## src/rtl/txr_pkg.sv

```systemverilog
package txr_pkg;

    // Recovery action chosen when the host reads the transmit status
    typedef enum logic [1:0] {
        ACT_NONE  = 2'd0,
        ACT_SKIP  = 2'd1,
        ACT_FLUSH = 2'd2
    } recov_act_e;

endpackage

```

## src/rtl/txr_bndq.sv

```systemverilog
module txr_bndq #(
    parameter int QD = 4,
    parameter int PW = 5
) (
    input  logic          clk,
    input  logic          rst_n,
    input  logic          push_i,
    input  logic [PW-1:0] push_val_i,
    input  logic          pop_i,
    input  logic          clr_i,
    output logic [PW-1:0] head_o,
    output logic          empty_o,
    output logic          full_o
);
    localparam int IW = (QD > 1) ? $clog2(QD) : 1;
    localparam int NW = $clog2(QD + 1);

    typedef struct packed {
        logic [QD-1:0][PW-1:0] ent;
        logic [IW-1:0]         rd;
        logic [IW-1:0]         wr;
        logic [NW-1:0]         num;
    } bq_st_t;

    bq_st_t st_d, st_q;
    logic   do_push, do_pop;

    function automatic logic [IW-1:0] idx_nxt(input logic [IW-1:0] i);
        return (i == IW'(QD - 1)) ? '0 : i + 1'b1;
    endfunction

    always_comb begin
        st_d    = st_q;
        do_pop  = pop_i && (st_q.num != '0);
        do_push = push_i && ((st_q.num != NW'(QD)) || do_pop);
        if (clr_i) begin
            st_d = '0;
        end else begin
            if (do_push) begin
                st_d.ent[st_q.wr] = push_val_i;
                st_d.wr           = idx_nxt(st_q.wr);
            end
            if (do_pop) begin
                st_d.rd = idx_nxt(st_q.rd);
            end
            st_d.num = st_q.num + NW'(do_push) - NW'(do_pop);
        end
    end

    always_ff @(posedge clk) begin
        if (!rst_n) st_q <= '0;
        else        st_q <= st_d;
    end

    assign head_o  = st_q.ent[st_q.rd];
    assign empty_o = (st_q.num == '0);
    assign full_o  = (st_q.num == NW'(QD));


    bndq_no_overflow_chk: assert property (@(posedge clk) disable iff (!rst_n)
        (push_i && !pop_i && !clr_i) |-> (st_q.num != NW'(QD)));


    bndq_count_bound_chk: assert property (@(posedge clk) disable iff (!rst_n)
        st_q.num <= NW'(QD));

endmodule

```

## src/rtl/txr_recov.sv

```systemverilog
module txr_recov
    import txr_pkg::*;
(
    input  logic       clk,
    input  logic       rst_n,
    input  logic       abort_i,
    input  logic       stat_rd_i,
    input  logic       q_empty_i,
    output recov_act_e act_o,
    output logic       suspend_o,
    output logic       susp_nxt_o
);
    typedef struct packed {
        logic pend;
    } rc_st_t;

    rc_st_t st_d, st_q;

    always_comb begin
        st_d  = st_q;
        act_o = ACT_NONE;
        if (stat_rd_i && st_q.pend) begin
            st_d.pend = 1'b0;
            act_o     = q_empty_i ? ACT_FLUSH : ACT_SKIP;
        end else if (abort_i && !st_q.pend) begin
            st_d.pend = 1'b1;
        end
    end

    always_ff @(posedge clk) begin
        if (!rst_n) st_q <= '0;
        else        st_q <= st_d;
    end

    assign suspend_o  = st_q.pend;
    assign susp_nxt_o = st_d.pend;


    hold_needs_abort_chk: assert property (@(posedge clk) disable iff (!rst_n)
        $rose(st_q.pend) |-> $past(abort_i));


    hold_release_chk: assert property (@(posedge clk) disable iff (!rst_n)
        $fell(st_q.pend) |-> $past(stat_rd_i));


    idle_read_no_act_chk: assert property (@(posedge clk) disable iff (!rst_n)
        (stat_rd_i && !st_q.pend) |-> (act_o == ACT_NONE));

endmodule

```

## src/rtl/txr_ptr.sv

```systemverilog
module txr_ptr
    import txr_pkg::*;
#(
    parameter int AW     = 4,
    parameter int CW     = 4,
    parameter int WM_RST = 8
) (
    input  logic          clk,
    input  logic          rst_n,
    input  logic          wr_en_i,
    input  logic          wr_eof_i,
    input  logic          rd_en_i,
    input  logic          stat_rd_i,
    input  logic [AW:0]   cfg_wm_i,
    input  recov_act_e    act_i,
    input  logic          suspend_i,
    input  logic          susp_nxt_i,
    input  logic [AW:0]   q_head_i,
    input  logic          q_empty_i,
    input  logic          q_full_i,
    output logic          q_push_o,
    output logic [AW:0]   q_push_val_o,
    output logic          q_pop_o,
    output logic          q_clr_o,
    output logic [AW:0]   wr_ptr_o,
    output logic [AW:0]   rd_ptr_o,
    output logic [CW-1:0] frame_cnt_o,
    output logic          data_req_o
);
    localparam int PW    = AW + 1;
    localparam int DEPTH = 1 << AW;
    localparam logic DREQ_RST = (DEPTH >= WM_RST);

    typedef struct packed {
        logic [PW-1:0] wr;
        logic [PW-1:0] rd;
        logic [CW-1:0] cnt;
        logic [PW-1:0] wm;
        logic          dreq;
    } pt_st_t;

    pt_st_t        st_d, st_q;
    logic [PW-1:0] used_q, free_d, rd_nxt;
    logic          full_q, wr_ok, rd_ok, pop_rd, cnt_inc, cnt_dec;

    always_comb begin
        st_d    = st_q;
        used_q  = st_q.wr - st_q.rd;
        full_q  = (used_q == PW'(DEPTH));
        wr_ok   = wr_en_i && !full_q && !(wr_eof_i && q_full_i)
                  && (act_i != ACT_FLUSH);
        rd_ok   = rd_en_i && !suspend_i && (st_q.rd != st_q.wr);
        rd_nxt  = st_q.rd + 1'b1;
        pop_rd  = rd_ok && !q_empty_i && (rd_nxt == q_head_i);
        cnt_inc = wr_ok && wr_eof_i && (st_q.cnt != {CW{1'b1}});
        cnt_dec = stat_rd_i && (st_q.cnt != '0);

        if (act_i == ACT_FLUSH) begin
            st_d.wr  = '0;
            st_d.rd  = '0;
            st_d.cnt = '0;
            st_d.wm  = cfg_wm_i;
        end else begin
            if (act_i == ACT_SKIP) st_d.rd = q_head_i;
            else if (rd_ok)        st_d.rd = rd_nxt;
            if (wr_ok)             st_d.wr = st_q.wr + 1'b1;
            st_d.cnt = st_q.cnt + CW'(cnt_inc) - CW'(cnt_dec);
        end

        free_d    = PW'(DEPTH) - (st_d.wr - st_d.rd);
        st_d.dreq = !susp_nxt_i && (free_d >= st_d.wm);

        q_push_o     = wr_ok && wr_eof_i;
        q_push_val_o = st_q.wr + 1'b1;
        q_pop_o      = pop_rd || (act_i == ACT_SKIP);
        q_clr_o      = (act_i == ACT_FLUSH);
    end

    always_ff @(posedge clk) begin
        if (!rst_n) begin
            st_q.wr   <= '0;
            st_q.rd   <= '0;
            st_q.cnt  <= '0;
            st_q.wm   <= PW'(WM_RST);
            st_q.dreq <= DREQ_RST;
        end else begin
            st_q <= st_d;
        end
    end

    assign wr_ptr_o    = st_q.wr;
    assign rd_ptr_o    = st_q.rd;
    assign frame_cnt_o = st_q.cnt;
    assign data_req_o  = st_q.dreq;


    occupancy_bound_chk: assert property (@(posedge clk) disable iff (!rst_n)
        (st_q.wr - st_q.rd) <= PW'(DEPTH));


    skip_keeps_wr_chk: assert property (@(posedge clk) disable iff (!rst_n)
        (act_i == ACT_SKIP && !wr_en_i) |=> (st_q.wr == $past(st_q.wr)));


    flush_zero_chk: assert property (@(posedge clk) disable iff (!rst_n)
        (act_i == ACT_FLUSH) |=> (st_q.wr == '0 && st_q.rd == '0 && st_q.cnt == '0));


    no_req_in_hold_chk: assert property (@(posedge clk) disable iff (!rst_n)
        suspend_i |-> !st_q.dreq);


    hold_freezes_rd_chk: assert property (@(posedge clk) disable iff (!rst_n)
        (suspend_i && act_i == ACT_NONE) |=> (st_q.rd == $past(st_q.rd)));

endmodule

```

## src/rtl/tx_abort_recovery.sv

```systemverilog
module tx_abort_recovery
    import txr_pkg::*;
#(
    parameter int AW     = 4,
    parameter int QD     = 4,
    parameter int CW     = 4,
    parameter int WM_RST = 8
) (
    input  logic          clk,
    input  logic          rst_n,
    input  logic          wr_en,
    input  logic          wr_eof,
    input  logic          rd_en,
    input  logic          abort,
    input  logic          stat_rd,
    input  logic [AW:0]   cfg_wmark,
    output logic [AW:0]   wr_ptr,
    output logic [AW:0]   rd_ptr,
    output logic [CW-1:0] frame_cnt,
    output logic          tx_hold,
    output logic          data_req
);
    localparam int PW = AW + 1;

    recov_act_e    act;
    logic          susp_nxt;
    logic          q_push, q_pop, q_clr, q_empty, q_full;
    logic [PW-1:0] q_push_val, q_head;

    txr_recov i_recov (
        .clk        (clk),
        .rst_n      (rst_n),
        .abort_i    (abort),
        .stat_rd_i  (stat_rd),
        .q_empty_i  (q_empty),
        .act_o      (act),
        .suspend_o  (tx_hold),
        .susp_nxt_o (susp_nxt)
    );

    txr_bndq #(.QD(QD), .PW(PW)) i_bndq (
        .clk        (clk),
        .rst_n      (rst_n),
        .push_i     (q_push),
        .push_val_i (q_push_val),
        .pop_i      (q_pop),
        .clr_i      (q_clr),
        .head_o     (q_head),
        .empty_o    (q_empty),
        .full_o     (q_full)
    );

    txr_ptr #(.AW(AW), .CW(CW), .WM_RST(WM_RST)) i_ptr (
        .clk          (clk),
        .rst_n        (rst_n),
        .wr_en_i      (wr_en),
        .wr_eof_i     (wr_eof),
        .rd_en_i      (rd_en),
        .stat_rd_i    (stat_rd),
        .cfg_wm_i     (cfg_wmark),
        .act_i        (act),
        .suspend_i    (tx_hold),
        .susp_nxt_i   (susp_nxt),
        .q_head_i     (q_head),
        .q_empty_i    (q_empty),
        .q_full_i     (q_full),
        .q_push_o     (q_push),
        .q_push_val_o (q_push_val),
        .q_pop_o      (q_pop),
        .q_clr_o      (q_clr),
        .wr_ptr_o     (wr_ptr),
        .rd_ptr_o     (rd_ptr),
        .frame_cnt_o  (frame_cnt),
        .data_req_o   (data_req)
    );

endmodule

```

## config.mk

```make
export PLATFORM = sky130hd
export DESIGN_NAME = tx_abort_recovery
export DESIGN_NICKNAME = d
export VERILOG_FILES = /design/src/rtl/txr_pkg.sv /design/src/rtl/txr_bndq.sv /design/src/rtl/txr_recov.sv /design/src/rtl/txr_ptr.sv /design/src/rtl/tx_abort_recovery.sv
export SDC_FILE = /design/constraint.sdc
export NUM_CORES = 1
export LEC_CHECK = 0
export ABC_AREA = 1
export BUFFER_PORTS_ARGS = -buffer_cell sky130_fd_sc_hd__buf_2
export CAP_MARGIN = 20
export CORE_MARGIN = 1.5
export CORE_UTILIZATION = 60
export CTS_CLUSTER_DIAMETER = 150
export DETAILED_ROUTE_END_ITERATION = 10
export PLACE_DENSITY_LB_ADDON = 0.15
export SYNTH_ARGS = -nofsm -noshare
export SYNTH_HDL_FRONTEND = slang
export SYNTH_SLANG_ARGS = --single-unit
```

## constraint.sdc

```tcl
create_clock -name clk -period 5.15 [get_ports clk]
set_input_delay 0.7725 -clock clk [delete_from_list [all_inputs] [get_ports clk]]
set_output_delay 0.7725 -clock clk [all_outputs]
set_load 0.005 [all_outputs]
```

==> flow_metrics.py <==
metrics = {
    "cells_and_area": {
        "antenna_cells": 0,
        "n_fill_cell": 521,
        "syn2layout_area_growth_pct": 4.70,
        "num-nets-final": 559,
        "multiInputGateArea_um2": 1930,
        "sequential_cell_area_um2": 961,
        "post_route_cells_drive_above_1_share": 0.134,
    },
    "power_and_ir_drop": {
        "power.net_switching_w": 0.000936,
        "p_sw_frac": 0.463,
        "sequentialPowerShare": 0.265,
        "power.combinational.fraction": 0.602,
        "power.ir.vdd_worst_v": 0.000400,
        "power.share.clock": 0.133,
        "leakagePower_nw": 1.96,
        "pwrdens_nw_per_um2": 571,
        "internal-power_w": 0.00108,
    },
    "worst_setup_path": {
        "critical-path-max-stage-delay_ps": 500,
        "worstReg2RegEnd": "i_ptr.data_req_o",
        "critical_path.startpoint_type": "register",
        "reg2reg_setup_slack_ps": 1420,
        "crit_arrival_ps": 3930,
        "crit_path_start": "i_ptr.wr_ptr_o[0]",
        "critical_path.most_common_cell": "sky130_fd_sc_hd__nand2_1",
        "worst-setup-path-type": "register to register",
        "crit_path_end_kind": "register",
        "cpLargestDelayFamily": "adder cells",
        "cp_num_cells": 24,
        "critical_path.n_buffers_inverters": 4,
        "r2r_cells": 24,
        "critPathCapture": "i_ptr.data_req_o",
        "cp.required_ps": 5340,
        "path_cells": "inv_1 > ha_1 > nand2_1 > nor2_1 > nand2_1 > nand2_2 > a21oi_1 > o21ai_0 > o211ai_1 > inv_1 > ha_1 > ha_1 > a21oi_1 > a21o_1 > nand2_1 > inv_1 > nand2_1 > nand2_1 > nand2_1 > inv_1 > nor2_1 > ha_1 > nand2_1 > a21oi_1",
        "crit_path_max_fanout": 10,
        "crit-reg2reg-launch": "i_ptr.wr_ptr_o[0]",
        "timing.critical_path.slowest_stage_cell": "sky130_fd_sc_hd__dfxtp_1",
    },
    "routing": {
        "post-route-drc-count": 0,
        "violation_count_after_the_first_detailed_route_iteration": 226,
        "route.detailed.wl_per_inst_um": 11.9,
        "drtAntennaViolNets": 0,
        "routed-via-count": 2949,
        "post_drt_via_cell_ratio": 5.03,
        "routed_wl_mm": 6.97,
        "detail_route.first_pass.iterations": 4,
    },
    "global_routing": {
        "via_count_of_the_first_global_routing_pass": 2681,
        "grt_max_degree": 25,
        "gr_util_all_layers": 0.248,
        "grt.overflow.total": 0,
        "grt_pass1_wl_mm": 12.0,
        "number_of_antenna_violations_at_the_first_check_in_global_routing": 0,
    },
    "yosys": {
        "post-synth-top-area-fraction": 0.284,
        "edff_count_synth": 0,
        "synthesis.nets": 547,
        "synthMostInstantiatedCell": "sky130_fd_sc_hd__nand2_1",
        "ys_seq_area_frac": 0.284,
        "post_synth_main_area_contributors": "sky130_fd_sc_hd__dfxtp_1 28%, sky130_fd_sc_hd__nand2_1 15%, sky130_fd_sc_hd__ha_1 11%, sky130_fd_sc_hd__inv_1 8.7%, sky130_fd_sc_hd__nor2_1 7.9%",
        "synthAdderAreaFrac": 0.132,
        "syn-cell-area_um2": 3380,
        "post_synth_mux_area_share": 0.0118,
        "synth_top_family_by_area": "simple AND/OR/NAND/NOR gates",
        "async_reset_ff_frac": 0,
        "synthesis.instances": 501,
        "post_synth_num_cell_types": 33,
        "synth_commonest_cells": "132 x sky130_fd_sc_hd__nand2_1, 78 x sky130_fd_sc_hd__inv_1, 71 x sky130_fd_sc_hd__nor2_1",
        "synth_simple_gate_area_frac": 0.342,
        "synth_area_leader_cell": "sky130_fd_sc_hd__dfxtp_1",
        "ys_warn_count": 0,
        "syn_avg_cell_area_um2": 6.75,
        "synth_seq_cells": 48,
        "yosys.area_share.xor_xnor": 0.0181,
        "synth-compound-area-share": 0.0651,
        "ys.flop_type": "sky130_fd_sc_hd__dfxtp_1",
    },
    "timing": {
        "layout_setup_ws_ps": 1420,
        "relSlewSlack": 0.610,
        "totalNegativeSetupSlack_ps": 0,
        "layout_min_cycle_time_ps": 3730,
        "report.final.hold_viol_count": 0,
        "layout_worst_path_cycle_share": 0.725,
        "tightest_slew_ps": 584,
        "slew_viol_final": 0,
        "finalHoldWorstSlack_ps": 492,
        "worst_clock_skew_ps": 10.4,
        "timing.final.setup_violations": 0,
        "achievable-frequency_mhz": 268,
        "rsz0062_at_grt": "no",
    },
    "run_status": {
        "run_status": "completed",
    },
    "clocking": {
        "cts.clk_slew.worst_paths_ps": 80,
        "clock_root_buffer": "sky130_fd_sc_hd__clkbuf_8",
        "ctsHtreeMaxLevel": 2,
        "clkLatencyLatePin_ps": 300,
        "cts_tree": "done",
        "cts-hold-fix-buffers": 0,
        "cts_buffers": 5,
        "clock_tree.buffer_depth": 2,
        "post_cts_resized": 0,
        "buffers_inserted_during_post_cts_setup_optimization": 0,
        "cts.sink_count": 48,
    },
    "placed_design": {
        "dp_worst_setup_slack_ps": 1240,
        "dp_hpwl_mm": 5.39,
        "portBuffers": 27,
        "gp_congestion": 0.890,
    },
    "die": {
        "fp.dieH_um": 78.1,
        "initial_core_util": 0.618,
        "rows": 27,
        "ioPinCount": 28,
        "die_area_um2": 6100,
        "die-width_um": 78.1,
        "core_region_area_um2": 5470,
    },
    "run": {
        "max-cap-violations": 0,
    },
    "hold_path": {
        "min_path_type": "register to register",
    },
}
-- cell families (layout without fill, tap and decap cells) --
| kind of cell | after synthesis | after routing |
|---|---|---|
| DFF | 48 | 48 |
| muxes | 4 | 4 |
| AOI/OAI and AO/OA | 39 | 39 |
| buffers and inverters | 106 | 119 |
| xor gates and xnor gates | 7 | 7 |
| adders and majority gates | 34 | 34 |
| and+or+nand+nor | 263 | 263 |
-- placed cells by master (no fill, tap or decap), types with 5 or more instances in the layout --
| cell | instances |
|---|---|
| sky130_fd_sc_hd__nand3_1 | 29 |
| sky130_fd_sc_hd__nand2_4 | 5 |
| sky130_fd_sc_hd__nor2_1 | 71 |
| sky130_fd_sc_hd__o21ai_0 | 10 |
| sky130_fd_sc_hd__clkbuf_8 | 5 |
| sky130_fd_sc_hd__dfxtp_1 | 48 |
| sky130_fd_sc_hd__buf_2 | 27 |
| sky130_fd_sc_hd__nand2_1 | 132 |
| sky130_fd_sc_hd__nor2_2 | 5 |
| sky130_fd_sc_hd__inv_2 | 5 |
| sky130_fd_sc_hd__nand2_2 | 9 |
| sky130_fd_sc_hd__inv_1 | 78 |
| sky130_fd_sc_hd__ha_1 | 31 |
| sky130_fd_sc_hd__a21oi_1 | 17 |
-- worst min-delay path by stage --
stage / from / end / slack [ps] / depth (start not counted)
global route: i_ptr.st_q[4] / i_ptr.st_q[4] / 520 / 2
CTS: i_ptr.st_q[4] / i_ptr.st_q[4] / 500 / 2
global placement: i_ptr.st_q[4] / i_ptr.st_q[4] / 460 / 2
floorplan: i_ptr.st_q[4] / i_ptr.st_q[4] / 440 / 2
finish: i_ptr.st_q[4] / i_ptr.st_q[4] / 490 / 2
detailed placement: i_ptr.st_q[4] / i_ptr.st_q[4] / 480 / 2
-- sequential cells by signal, summed over array words and instances, names as in the netlist --
signal and count:
i_ptr.st_q 5, i_ptr.wr_ptr_o 5, i_ptr.frame_cnt_o 4, i_recov.suspend_o 1, i_ptr.data_req_o 1, i_bndq.st_q 27, i_ptr.rd_ptr_o 5
-- worst min-delay path, delay by kind of cell, from the launching register on --
family / cells / cell delay, ps
DFF: 1 / 310
muxes: 1 / 90
and+or+nand+nor: 1 / 60
-- through the flow --
stage          utilization  instances  power (W)  cell area (µm²)
2_1_floorplan            -        501    0.00152             3380
3_3_place_gp         0.627        578    0.00171             3430
3_5_place_dp         0.627        578    0.00176             3430
4_1_cts              0.647        586    0.00204             3540
5_1_grt              0.647        586    0.00225             3540
6_report             0.647        586    0.00202             3540
-- routing by layer --
metal | routed length (µm) | track usage | part of all wire | vias to the layer above
met5 | 0 | 0 | 0 | -
met4 | 133 | 0.0893 | 0.019 | 0
met3 | 468 | 0.0407 | 0.067 | 9
met2 | 3170 | 0.410 | 0.45 | 79
met1 | 3200 | 0.327 | 0.46 | 1313
li1 | - | - | - | 1548
-- final cells by class --
class	instances	share of cell area
repair buffers	27	0.0382
flip-flops and latches	48	0.271
clock inverters	2	0.00989
multi-input cells	347	0.544
well taps	72	0.0254
inverters	84	0.0905
clock buffers	6	0.0205
-- power by group through the flow --
| stage | Sequential (W) | Combinational (W) | Clock [W] |
|---|---|---|---|
| after CTS | 0.000536 | 0.00123 | 0.000276 |
| after global routing | 0.000548 | 0.00142 | 0.000290 |
| after detailed placement | 0.000544 | 0.00122 | 0 |
| final | 0.000535 | 0.00122 | 0.000270 |
| after global placement | 0.000543 | 0.00116 | 0 |
| after floorplan | 0.000515 | 0.00100 | 0 |
Note: power is estimated with default switching activity, not from simulation.
